`config.mk`:
```
export PLATFORM = sky130hd
export DESIGN_NAME = hsat_pack_alu
export DESIGN_NICKNAME = d
export VERILOG_FILES = /design/src/rtl/hsat_pkg.sv /design/src/rtl/lane_addsub.sv /design/src/rtl/lane_clamp.sv /design/src/rtl/out_stage.sv /design/src/rtl/hsat_pack_alu.sv
export SDC_FILE = /design/constraint.sdc
export NUM_CORES = 1
export LEC_CHECK = 0
export BUFFER_PORTS_ARGS = -buffer_cell sky130_fd_sc_hd__buf_2
export CORE_UTILIZATION = 44
export CTS_BUF_LIST = sky130_fd_sc_hd__clkbuf_2
export DETAILED_ROUTE_END_ITERATION = 7
export GPL_ROUTABILITY_DRIVEN = 0
export GPL_TIMING_DRIVEN = 0
export MAX_ROUTING_LAYER = met4
export PLACE_DENSITY = 0.64
export SYNTH_ARGS = -nofsm -noshare
export SYNTH_HDL_FRONTEND = slang
export SYNTH_HIERARCHICAL = 1
export SYNTH_SLANG_ARGS = --single-unit
```
`constraint.sdc`:
```
create_clock -name clk -period 0.8 [get_ports clk]
set_input_delay 0.08 -clock clk [delete_from_list [all_inputs] [get_ports clk]]
set_output_delay 0.08 -clock clk [all_outputs]
set_load 0.05 [all_outputs]
```
`src/rtl/hsat_pkg.sv`:
```
package hsat_pkg;
  typedef enum logic [1:0] {
    SAT_SIGNED = 2'b00,
    SAT_MIXED  = 2'b01,
    WRAP_LO    = 2'b10,
    WRAP_HI    = 2'b11
  } sat_mode_e;
endpackage

```
`src/rtl/lane_addsub.sv`:
```
module lane_addsub #(
  parameter int W = 16
) (
  input  logic [W-1:0]        a,
  input  logic [W-1:0]        b,
  input  logic                sub,
  input  logic                a_unsigned,
  output logic signed [W+1:0] raw
);
  // two guard bits keep every sum/difference exact
  logic signed [W+1:0] ea, eb;

  always_comb begin
    ea  = a_unsigned ? {2'b00, a} : {{2{a[W-1]}}, a};
    eb  = {{2{b[W-1]}}, b};
    raw = sub ? (ea - eb) : (ea + eb);
  end
endmodule

```
`src/rtl/lane_clamp.sv`:
```
module lane_clamp
  import hsat_pkg::*;
#(
  parameter int W = 16
) (
  input  logic signed [W+1:0] raw,
  input  sat_mode_e           mode,
  output logic [W-1:0]        q
);
  localparam logic signed [W+1:0] S_MAX = $signed({3'b000, {(W-1){1'b1}}});
  localparam logic signed [W+1:0] S_MIN = $signed({3'b111, {(W-1){1'b0}}});
  localparam logic signed [W+1:0] U_MAX = $signed({2'b00, {W{1'b1}}});

  always_comb begin
    q = raw[W-1:0];
    case (mode)
      SAT_SIGNED: begin
        if (raw > S_MAX)      q = {1'b0, {(W-1){1'b1}}};
        else if (raw < S_MIN) q = {1'b1, {(W-1){1'b0}}};
      end
      SAT_MIXED: begin
        if (raw[W+1])         q = '0;
        else if (raw > U_MAX) q = '1;
      end
      default: q = raw[W-1:0];
    endcase
  end
endmodule

```
`src/rtl/out_stage.sv`:
```
module out_stage #(
  parameter int DW      = 64,
  parameter bit REG_OUT = 1'b1
) (
  input  logic          clk,
  input  logic          rst_n,
  input  logic          load,
  input  logic [DW-1:0] d,
  output logic [DW-1:0] q
);
  generate
    if (REG_OUT) begin : g_reg
      logic [DW-1:0] q_r, q_nxt;

      always_comb begin
        q_nxt = q_r;
        if (load) q_nxt = d;
      end

      always_ff @(posedge clk or negedge rst_n) begin
        if (!rst_n) q_r <= '0;
        else        q_r <= q_nxt;
      end

      assign q = q_r;
    end else begin : g_comb
      logic unused_ctl;
      assign unused_ctl = ^{clk, rst_n, load};
      assign q = d;
    end
  endgenerate
endmodule

```
`src/rtl/hsat_pack_alu.sv`:
```
module hsat_pack_alu
  import hsat_pkg::*;
#(
  parameter int LANE_W  = 16,
  parameter int LANES   = 4,
  parameter bit REG_OUT = 1'b1
) (
  input  logic                      clk,
  input  logic                      rst_n,
  input  logic                      load,
  input  logic [LANE_W*LANES-1:0]   op_a,
  input  logic [LANE_W*LANES-1:0]   op_b,
  input  logic                      op_sub,
  input  logic [1:0]                mode,
  output logic [LANE_W*LANES-1:0]   result
);
  localparam int DW = LANE_W * LANES;

  sat_mode_e   mode_e;
  logic        a_uns;
  logic [DW-1:0] packed_q;

  assign mode_e = sat_mode_e'(mode);
  assign a_uns  = (mode_e == SAT_MIXED);

  generate
    for (genvar g = 0; g < LANES; g++) begin : g_lane
      logic signed [LANE_W+1:0] raw;
      logic [LANE_W-1:0]        q;

      lane_addsub #(.W(LANE_W)) u_addsub (
        .a          (op_a[g*LANE_W +: LANE_W]),
        .b          (op_b[g*LANE_W +: LANE_W]),
        .sub        (op_sub),
        .a_unsigned (a_uns),
        .raw        (raw)
      );

      lane_clamp #(.W(LANE_W)) u_clamp (
        .raw  (raw),
        .mode (mode_e),
        .q    (q)
      );

      assign packed_q[g*LANE_W +: LANE_W] = q;
    end
  endgenerate

  out_stage #(.DW(DW), .REG_OUT(REG_OUT)) u_out (
    .clk   (clk),
    .rst_n (rst_n),
    .load  (load),
    .d     (packed_q),
    .q     (result)
  );

  generate
    if (REG_OUT) begin : g_chk
      a_r6_hold: assert property (@(posedge clk) disable iff (!rst_n)
        !load |=> $stable(result));

      for (genvar g = 0; g < LANES; g++) begin : g_lchk
        // two non-negative signed lanes added never come out negative
        a_r2_no_pos_wrap: assert property (@(posedge clk) disable iff (!rst_n)
          (load && mode == 2'b00 && !op_sub &&
           !op_a[g*LANE_W + LANE_W-1] && !op_b[g*LANE_W + LANE_W-1])
          |=> !result[g*LANE_W + LANE_W-1]);

        // zero plus a negative offset floors at zero
        a_r3_floor_zero: assert property (@(posedge clk) disable iff (!rst_n)
          (load && mode == 2'b01 && !op_sub &&
           op_a[g*LANE_W +: LANE_W] == '0 && op_b[g*LANE_W + LANE_W-1])
          |=> result[g*LANE_W +: LANE_W] == '0);

        // modulo lanes match truncated arithmetic
        a_r4_modulo: assert property (@(posedge clk) disable iff (!rst_n)
          (load && mode[1])
          |=> result[g*LANE_W +: LANE_W] ==
              $past(op_sub ? (op_a[g*LANE_W +: LANE_W] - op_b[g*LANE_W +: LANE_W])
                           : (op_a[g*LANE_W +: LANE_W] + op_b[g*LANE_W +: LANE_W])));
      end
    end
  endgenerate
endmodule

```
# Yosys cells after proc, flatten, opt, wreduce, memory -nomap -nowiden
# Index checks and enable logic that the tools add are counted.
[op_classes]
div = 0
mux = 28
shifts = 0
magnitude_cmp = 12
addsub = 8
reduce_logical = 1
bitwise_logic = 0
eq_ne = 1
multipliers = 0
[op_table]
columns = ["operator", "n"]
rows = [
  ["$mux W16", 16],
  ["$mux W18", 8],
  ["$pmux W16 S2", 4],
  ["$add A18 B16 Y18", 4],
  ["$gt A18 B16 Y1 const B", 4],
  ["$gt A18 B17 Y1 const B", 4],
  ["$lt A18 B16 Y1 const B", 4],
  ["$sub A18 B16 Y18", 4],
  ["$eq A2 B1 Y1 const B", 1],
  ["$logic_not A2 Y1", 1],
]
[word_totals]
reg_bits = 64
out_inout_bits = 64
mem_count = 0
mem_bits_rw = 0
mem_bits_ro = 0
in_bits = 134
latch_bits = 0
word_cells = 51

# Logic depth before layout (Yosys ltp)
# Gate-level depths: netlist of run 1.
[logic_depth]
depth_word = 8
depth_mapped = 19
depth_no_buf = 17

# Modules after synthesis
# Netlist of run 1, hierarchy kept.
[by_module_without_submodules]
columns = ["module", "seq_area_each_um2", "instances", "area_each_um2", "cells_each"]
rows = [
  ["lane_addsub at g_lane[0].u_addsub ...", 0.0, 3, 1168.6, 163],
  ["out_stage", 1601.5, 1, 2678.8, 135],
  ["lane_clamp", 0.0, 4, 342.8, 60],
  ["lane_addsub at g_lane[3].u_addsub", 0.0, 1, 1171.1, 162],
  ["hsat_pack_alu", 0.0, 1, 13.8, 1],
]

# Worst setup path before layout of run 1
# No wires, ideal clock.
[synth_timing]
path_kind = "input to register"
start = "input op_b[53]"
end = "register u_out.g_reg.q_r[56], in the netlist u_out/q[56]"
setup_ps = 125
n_path_buf = 1
cell_stages = 16
t_arrival_ps = 3369
required_ps = 675
slack_ps = -2694
path_cell_list = "or4_4 -> nor3_4 -> nor4b_4 -> nor2_1 -> xnor2_1 -> ha_1 -> nor2b_1 -> or4_1 -> o21ai_0 -> a31oi_1 -> xor2_1 -> inv_2 -> clkbuf_1 -> o21ai_0 -> nand3_2 -> mux2_4"
[synth_via]
elab_chain_len = 6
elab_cells_between_ends = 11
cone_classes = "2 x add/sub; 3 x order compare; 6 x mux"
[synth_rtl]
columns = ["item", "line", "text"]
rows = [
  ["start: declaration", "hsat_pack_alu.sv:12", "input logic [LANE_W*LANES-1:0] op_b,"],
  ["$add A18 B16 Y18 / $sub A18 B16 Y18 (equally long branches)", "lane_addsub.sv:16", "raw = sub ? (ea - eb) : (ea + eb);"],
  ["$mux W18 *", "lane_addsub.sv:16", ""],
  ["via g_lane[3].raw[17]", "hsat_pack_alu.sv:28", "logic signed [LANE_W+1:0] raw;"],
  ["$gt A18 B17 Y1 / $lt A18 B16 Y1 (equally long branches)", "lane_clamp.sv:23, lane_clamp.sv:19", ""],
  ["$mux W16, on equally long branches", "lane_clamp.sv:23, lane_clamp.sv:19", ""],
  ["$mux W16, on equally long branches", "lane_clamp.sv:22, lane_clamp.sv:18", ""],
  ["$pmux W16 S2 *", "lane_clamp.sv:16", "case (mode)"],
  ["via g_lane[3].q[8]", "hsat_pack_alu.sv:29", "logic [LANE_W-1:0] q;"],
  ["end signal: assignment", "out_stage.sv:22", "else q_r <= q_nxt;"],
  ["end: declaration", "out_stage.sv:13", "logic [DW-1:0] q_r, q_nxt;"],
]
# Mark *: on every way through the listed nets, which the timed path passes. The rest lies on a longest branch.
# A chain may end at the register's enable or synchronous reset.

# Worst setup path after layout of run 1
[layout_timing]
start = "input op_b[51]"
end = "register u_out.g_reg.q_r[61], in the netlist u_out/q[61]"
# Same word-level chain as after synthesis.

==> results_dict.tcl, run 1 <==
set metrics [dict create \
    synth-seq-cells 64 \
    multi_input_area_sq_mm 0.00744 \
    yosys-top-cells-area "dfrtp_1, ha_1, mux2_4" \
    dpl.hpwl_microns 17900 \
    routedWlPerCell_microns 15.5 \
    final-hold-violation-count 0 \
    cts_buffer_depth 2 \
    total_power_mw 34.2 \
    cp_max_fo 7 \
    ios 198 \
    fin_ws_ns -2.35 \
    ir_drop_mv 1.70 \
    critPathKind "input pin to flip-flop" \
    fin_worst_skew_ns 0 \
    via_per_inst 5.48 \
    arrival_ns 3.55 \
    ant_nets 0 \
    yosysTopAreaCell "dfrtp_1" \
    worst_setup_path_end_kind "flip-flop" \
    die_width_microns 143 \
    post-route-period-util_pct 393 \
    antenna_found_initial 2 \
    grt_max_degree 65 \
    syn_avg_cell_area_sq_um 8.51 \
    row_count 51 \
    grt_pass1_wl_microns 39900 \
    status "finished with violations" \
    numCtsBuffers 9 \
    drc 2 \
    worst_slew_pin_slew_ns 0.823 \
    root_buffer "clkbuf_2" \
    fillers 1618 \
    synth.distinct_cells 60 \
    hold_path.class "input pin to flip-flop" \
    dr_total_vias 9077 \
    ys.flop_type "dfrtp_1" \
    synth_edf_count 0 \
    portBuffers 195 \
    rsz0062_at_grt "yes" \
    drive_above_1_share_pct 47.2 \
    h-tree-depth 3 \
    placed_cell_area_sq_mm 0.0103 \
    p_per_area_mw_per_mm2 2680 \
    die_area_sq_mm 0.0204 \
    final_util_pct 65.5 \
    syn_to_final_growth_pct 45.8 \
    grt_overflow_total 0 \
    synthCells 1027 \
    nets 1595 \
    clkTransAtPathRegs_ns 0.21 \
    drt_first_pass_iters 7 \
    setup_viol 128 \
    power_leakage_nw 5.82 \
    netlist_area_sq_mm 0.00874 \
    cts_tree "yes" \
    async_flop_share_pct 100 \
    regArea_sq_mm 0.00160 \
    finalCriticalPeriod_ns 3.15 \
    slew_headroom_pct 45.1 \
    largest_register_ffs 64 \
    core_area_sq_mm 0.0195 \
    drt_iter0_markers 366 \
    die_height_microns 143 \
    worst-endpoint-required_ns 1.21 \
    drv_cap 0 \
    cp-start-kind "input pin" \
    routed_wl_microns 25700 \
    initial_core_util_pct 44.9 \
    grt_usage_pct 24.9 \
    violations "DRC, setup timing" \
    max_freq_ghz 0.318 \
    synth.top_cell.area_share_pct 18.3 \
    yosysWarnings 6 \
    insertion_delay_ns 0.50 \
    clock_sinks 64 \
    grt_pass1_vias 8509 \
    final_area_sq_mm 0.0127 \
    final_max_slew_viol_count 0 \
    yosysSeqAreaShare_pct 18.3 \
    syn-num-nets 1237 \
]
-- cells in the mapped netlist (4+ instances only) --
master and number:
nand2b_1 15, a21o_1 8, a211oi_1 12, nor3_1 29
a31oi_1 26, o21bai_1 4, dfrtp_1 64, nand3_2 8
buf_2 11, nor2_1 74, o21a_1 9, a21oi_1 76
o21ai_0 90, buf_6 9, nor2b_1 16, mux2i_1 4
nand3_1 121, nor4_1 4, or4_4 5, xor2_1 14
clkbuf_1 10, xnor2_1 98, buf_12 6, buf_4 4
mux2_4 60, o31ai_1 7, nor3_4 4, nand2_1 21
o211ai_4 4, a32oi_1 6, o21ai_1 13, mux2_2 4
fa_1 4, a21boi_0 5, a221oi_1 4, inv_1 41
ha_1 72, or4_1 4, nand4b_1 8, inv_2 4
and3_1 10, nand4_1 4
-- cells in the final DEF (no fill, tap or decap), types with 6 or more instances in the layout --
master and n:
nor2_1 66, buf_4 136, clkbuf_2 11, nand4b_1 8
ha_1 67, dfrtp_1 64, nor2b_1 14, buf_12 6
nand2_1 18, a21oi_1 61, a31oi_1 25, or4_4 7
inv_1 41, buf_2 129, buf_6 101, a211oi_1 11
a21o_1 8, o21ai_0 36, nand3_1 80, o21a_1 7
o21ai_2 29, o21ai_1 34, buf_8 7, nand3_2 45
xor2_1 13, mux2_4 64, nand2b_1 13, xnor2_1 97
nor3_1 25, a21oi_2 18
-- path summary, 6_finish.rpt --
path / cells past startpoint / from / slack, ns / to
max in group asynchronous: 2 / rst_n / 0.28 / u_out/q[61]
max: 18 / op_b[51] / -2.35 / u_out/q[61]
min reg2reg: 1 / u_out/q[47] / 0.56 / u_out/q[47]
min in group asynchronous: 2 / rst_n / 0.09 / u_out/q[40]
min: 3 / load / 0.06 / u_out/q[54]
max reg2reg: 3 / u_out/q[29] / -0.26 / u_out/q[29]
-- where the power goes --
| part | switching [mW] | total [mW] | leakage [nW] | internal [mW] |
|---|---|---|---|---|
| Sequential | 1.39 | 6.16 | 0.744 | 4.77 |
| Clock | 1.29 | 1.68 | 0.0514 | 0.396 |
| Combinational | 14.0 | 26.4 | 5.02 | 12.3 |
| Total | 16.7 | 34.2 | 5.82 | 17.5 |
-- stage by stage --
| stage | worst slack, ns | instances | hold slack (ns) | setup TNS (ns) |
|---|---|---|---|---|
| after detailed placement | -3.24 | 1487 | 0.246 | -186.76 |
| after CTS | -2.30 | 1634 | 0.00701 | -164.57 |
| after global routing | -2.48 | 1656 | 0.0225 | -175.57 |
| after floorplan | -2.58 | 1027 | -0.216 | -149.71 |
| final | -2.35 | 1656 | 0.0552 | -162.68 |
| after global placement | -3.20 | 1487 | 0.477 | -225.63 |
-- layout make-up --
class,instances,area share (%)
Clock buffer,10,0.393
Tap cell,265,2.60
Multi-Input combinational cell,875,58.4
Timing Repair Buffer,347,21.0
Antenna cell,1,0.0196
Buffer,43,3.47
Inverter,45,1.33
Clock inverter,6,0.285
Sequential cell,64,12.6
-- cell families (layout without fill, tap and decap cells) --
logic type                 Yosys count  after routing  synth area share [%]
AOI/OAI and AO/OA                  276            276                  19.3
xor gates and xnor gates           113            113                  11.4
adders and majority gates           76             76                  11.2
buffers and inverters               88            451                  6.00
DFF                                 64             64                  18.3
muxes                               71             71                  12.1
other                                0              1                     0
and+or+nand+nor                    339            339                  21.7
-- critical path, cell delays in order --
cell      delay [ns]
buf_8           0.10
or4_4           0.57
nor3_4          0.22
nor2_2          0.06
xnor2_1         0.12
ha_1            0.30
and4_4          0.18
buf_4           0.13
a21o_1          0.16
o211ai_1        0.24
a31oi_1         0.13
xor2_1          0.18
nor2b_2         0.17
buf_6           0.13
o211ai_4        0.26
buf_6           0.17
nand3_2         0.08
mux2_4          0.26
-- metal layers --
metal | GRT usage [%] | share of wire [%]
met3 | 2.11 | 3.5
met4 | 7.75 | 2.0
met2 | 42.6 | 50
met1 | 31.0 | 44
met5 | - | 0
-- repair_timing --
action,4_1_cts,5_1_grt
gates cloned,7,0
endpoints found under the setup margin,128,192
endpoints found under the hold margin,68,0
gates resized for setup,232,99
hold buffers,2,0
buffers inserted,131,22
pin swaps,60,60
Note: power is estimated with default switching activity, not from simulation.
==> inputs of run 2 (changes only) <==
==> constraint.sdc (replaced) <==
create_clock -name clk -period 0.8 [get_ports clk]
set_input_delay 0.08 -clock clk [delete_from_list [all_inputs] [get_ports clk]]
set_output_delay 0.08 -clock clk [all_outputs]
set_load 0.02 [all_outputs]
==> run 2 against run 1 <==
  * The run still ends with DRC, setup timing left
  * Non-clock buffer count stayed put
  * Count of clock-buffer cells in the layout stayed put
  * Wire length barely moved
  * Total power fell by 11%
  * Final cell count unchanged
  * Critical endpoint unchanged
  * Largest cell class unchanged
  * Largest power group unchanged
==> results_dict.tcl, run 2 (same netlist as run 1, synthesis figures left out) <==
set metrics [dict create \
    status "finished with violations" \
    violations "DRC, setup timing" \
    root_buffer "clkbuf_2" \
    ant_nets 0 \
    nets 1595 \
    grt_pass1_vias 8509 \
    finalCriticalPeriod_ns 3.15 \
    cp-start-kind "input pin" \
    portBuffers 195 \
    row_count 51 \
    die_height_microns 143 \
    cts_buffer_depth 2 \
    slew_headroom_pct 44.9 \
    dr_total_vias 9055 \
    numCtsBuffers 9 \
    critPathKind "input pin to flip-flop" \
    worst-endpoint-required_ns 1.20 \
    final_max_slew_viol_count 0 \
    path_delay_family "simple AND/OR/NAND/NOR gates" \
    fin_ws_ns -2.35 \
    drt_iter0_markers 357 \
    worst_slew_pin_slew_ns 0.826 \
    most-common-layout-cells "buf_4, buf_2, buf_6" \
    grt-busiest-layer "met2" \
    routed_wl_microns 25700 \
    slowest_delay_ns 0.57 \
    worst_setup_path_end_kind "flip-flop" \
    cp_max_fo 7 \
    crit_chain "buf_8 > or4_4 > nor3_4 > nor2_2 > xnor2_1 > ha_1 > and4_4 > buf_4 > a21o_1 > o211ai_1 > a31oi_1 > xor2_1 > nor2b_2 > buf_6 > o211ai_4 > buf_6 > nand3_2 > mux2_4" \
    insertion_delay_ns 0.50 \
    die_area_sq_mm 0.0204 \
    final_common_cell "buf_4" \
    hold_path.class "input pin to flip-flop" \
    clkTransAtPathRegs_ns 0.21 \
    max_freq_ghz 0.317 \
    drt_first_pass_iters 7 \
    grt_overflow_total 0 \
    rsz0062_at_grt "yes" \
    cpMaxStageDelayCell "or4_4" \
    antenna_found_initial 2 \
    core_area_sq_mm 0.0195 \
    grt_util_met1_pct 31.0 \
    dpl.hpwl_microns 17900 \
    fin_worst_skew_ns 0 \
    routedWlPerCell_microns 15.5 \
    grt_use_met2_pct 42.6 \
    ios 198 \
    drive_above_1_share_pct 47.2 \
    setup_viol 128 \
    ir_drop_mv 1.15 \
    holdWs_ns 0.0591 \
    die_width_microns 143 \
    cts_tree "yes" \
    post-route-period-util_pct 394 \
    h-tree-depth 3 \
    clock_sinks 64 \
    final-hold-violation-count 0 \
    initial_core_util_pct 44.9 \
    fin_cells 1656 \
    power_leakage_nw 5.82 \
    grt_usage_pct 24.9 \
    arrival_ns 3.55 \
    syn_to_final_growth_pct 45.8 \
    drv_cap 0 \
    place_inst 1487 \
    final_area_sq_mm 0.0127 \
    largest_register_ffs 64 \
    via_per_inst 5.47 \
    placed_cell_area_sq_mm 0.0103 \
    cp_num_buf_inv 4 \
    p_per_area_mw_per_mm2 2390 \
    drc 2 \
    reg2reg_slack_ns -0.26 \
    grt_pass1_wl_microns 39900 \
    grt_max_degree 65 \
    grt.met3_usage_pct 2.11 \
    path_common_cell "buf_6" \
]
## run 2: path summary, 6_finish.rpt
kind,to,startpoint,cells after the start
max,u_out/q[61],op_b[51],18
min,u_out/q[54],load,3
max reg2reg,u_out/q[29],u_out/q[29],3
min reg2reg,u_out/q[47],u_out/q[47],1
max in group asynchronous,u_out/q[32],rst_n,2
min in group asynchronous,u_out/q[40],rst_n,2
## run 2: layer usage
| metal | share of wire (%) | routed length [microns] |
|---|---|---|
| met1 | 45 | 11400 |
| met2 | 51 | 13000 |
| met3 | 3.1 | 808 |
| met4 | 1.8 | 453 |
| met5 | 0 | 0 |
## run 2: stage by stage
| stage | setup TNS [ns] | power [mW] | util (%) | setup slack, ns |
|---|---|---|---|---|
| final | -161.16 | 30.4 | 65.5 | -2.35 |
| after global routing | -174.11 | 32.3 | 65.5 | -2.48 |
| after CTS | -163.12 | 28.8 | 62.5 | -2.30 |
| after detailed placement | -186.76 | 21.7 | 52.8 | -3.24 |
| after global placement | -225.63 | 21.5 | 52.8 | -3.20 |
| after floorplan | -149.71 | 17.4 | - | -2.58 |
## run 2: where the power goes
part	internal [mW]	total, mW	switching [mW]
sequential	4.77	6.17	1.39
clock	0.396	1.68	1.29
combinational	12.2	22.6	10.4
total	17.4	30.4	13.1
## run 2: repair_timing
item | 4_1_cts | 5_1_grt
pin swaps | 60 | 60
hold endpoints to repair | 68 | 0
resized for setup | 232 | 99
endpoints found under the setup margin | 128 | 192
hold buffers | 2 | 0
gates cloned | 7 | 0
buffers inserted | 131 | 22
## run 2: worst register-to-register path, delay by kind of cell, from the launching register on
| family | cells | cell delay [ns] |
|---|---|---|
| buffers and inverters | 2 | 0.27 |
| flip-flops | 1 | 0.45 |
| multiplexers | 1 | 0.26 |
## run 2: cell type report
class | instances | area [sq um]
multi-input combinational | 875 | 7440
inverter | 45 | 169
antenna | 1 | 2.50
sequential | 64 | 1600
tap | 265 | 332
buffer | 43 | 442
timing repair buffer | 347 | 2670
clock buffer | 10 | 50.0
clock inverter | 6 | 36.3
fill | 1618 | 6720
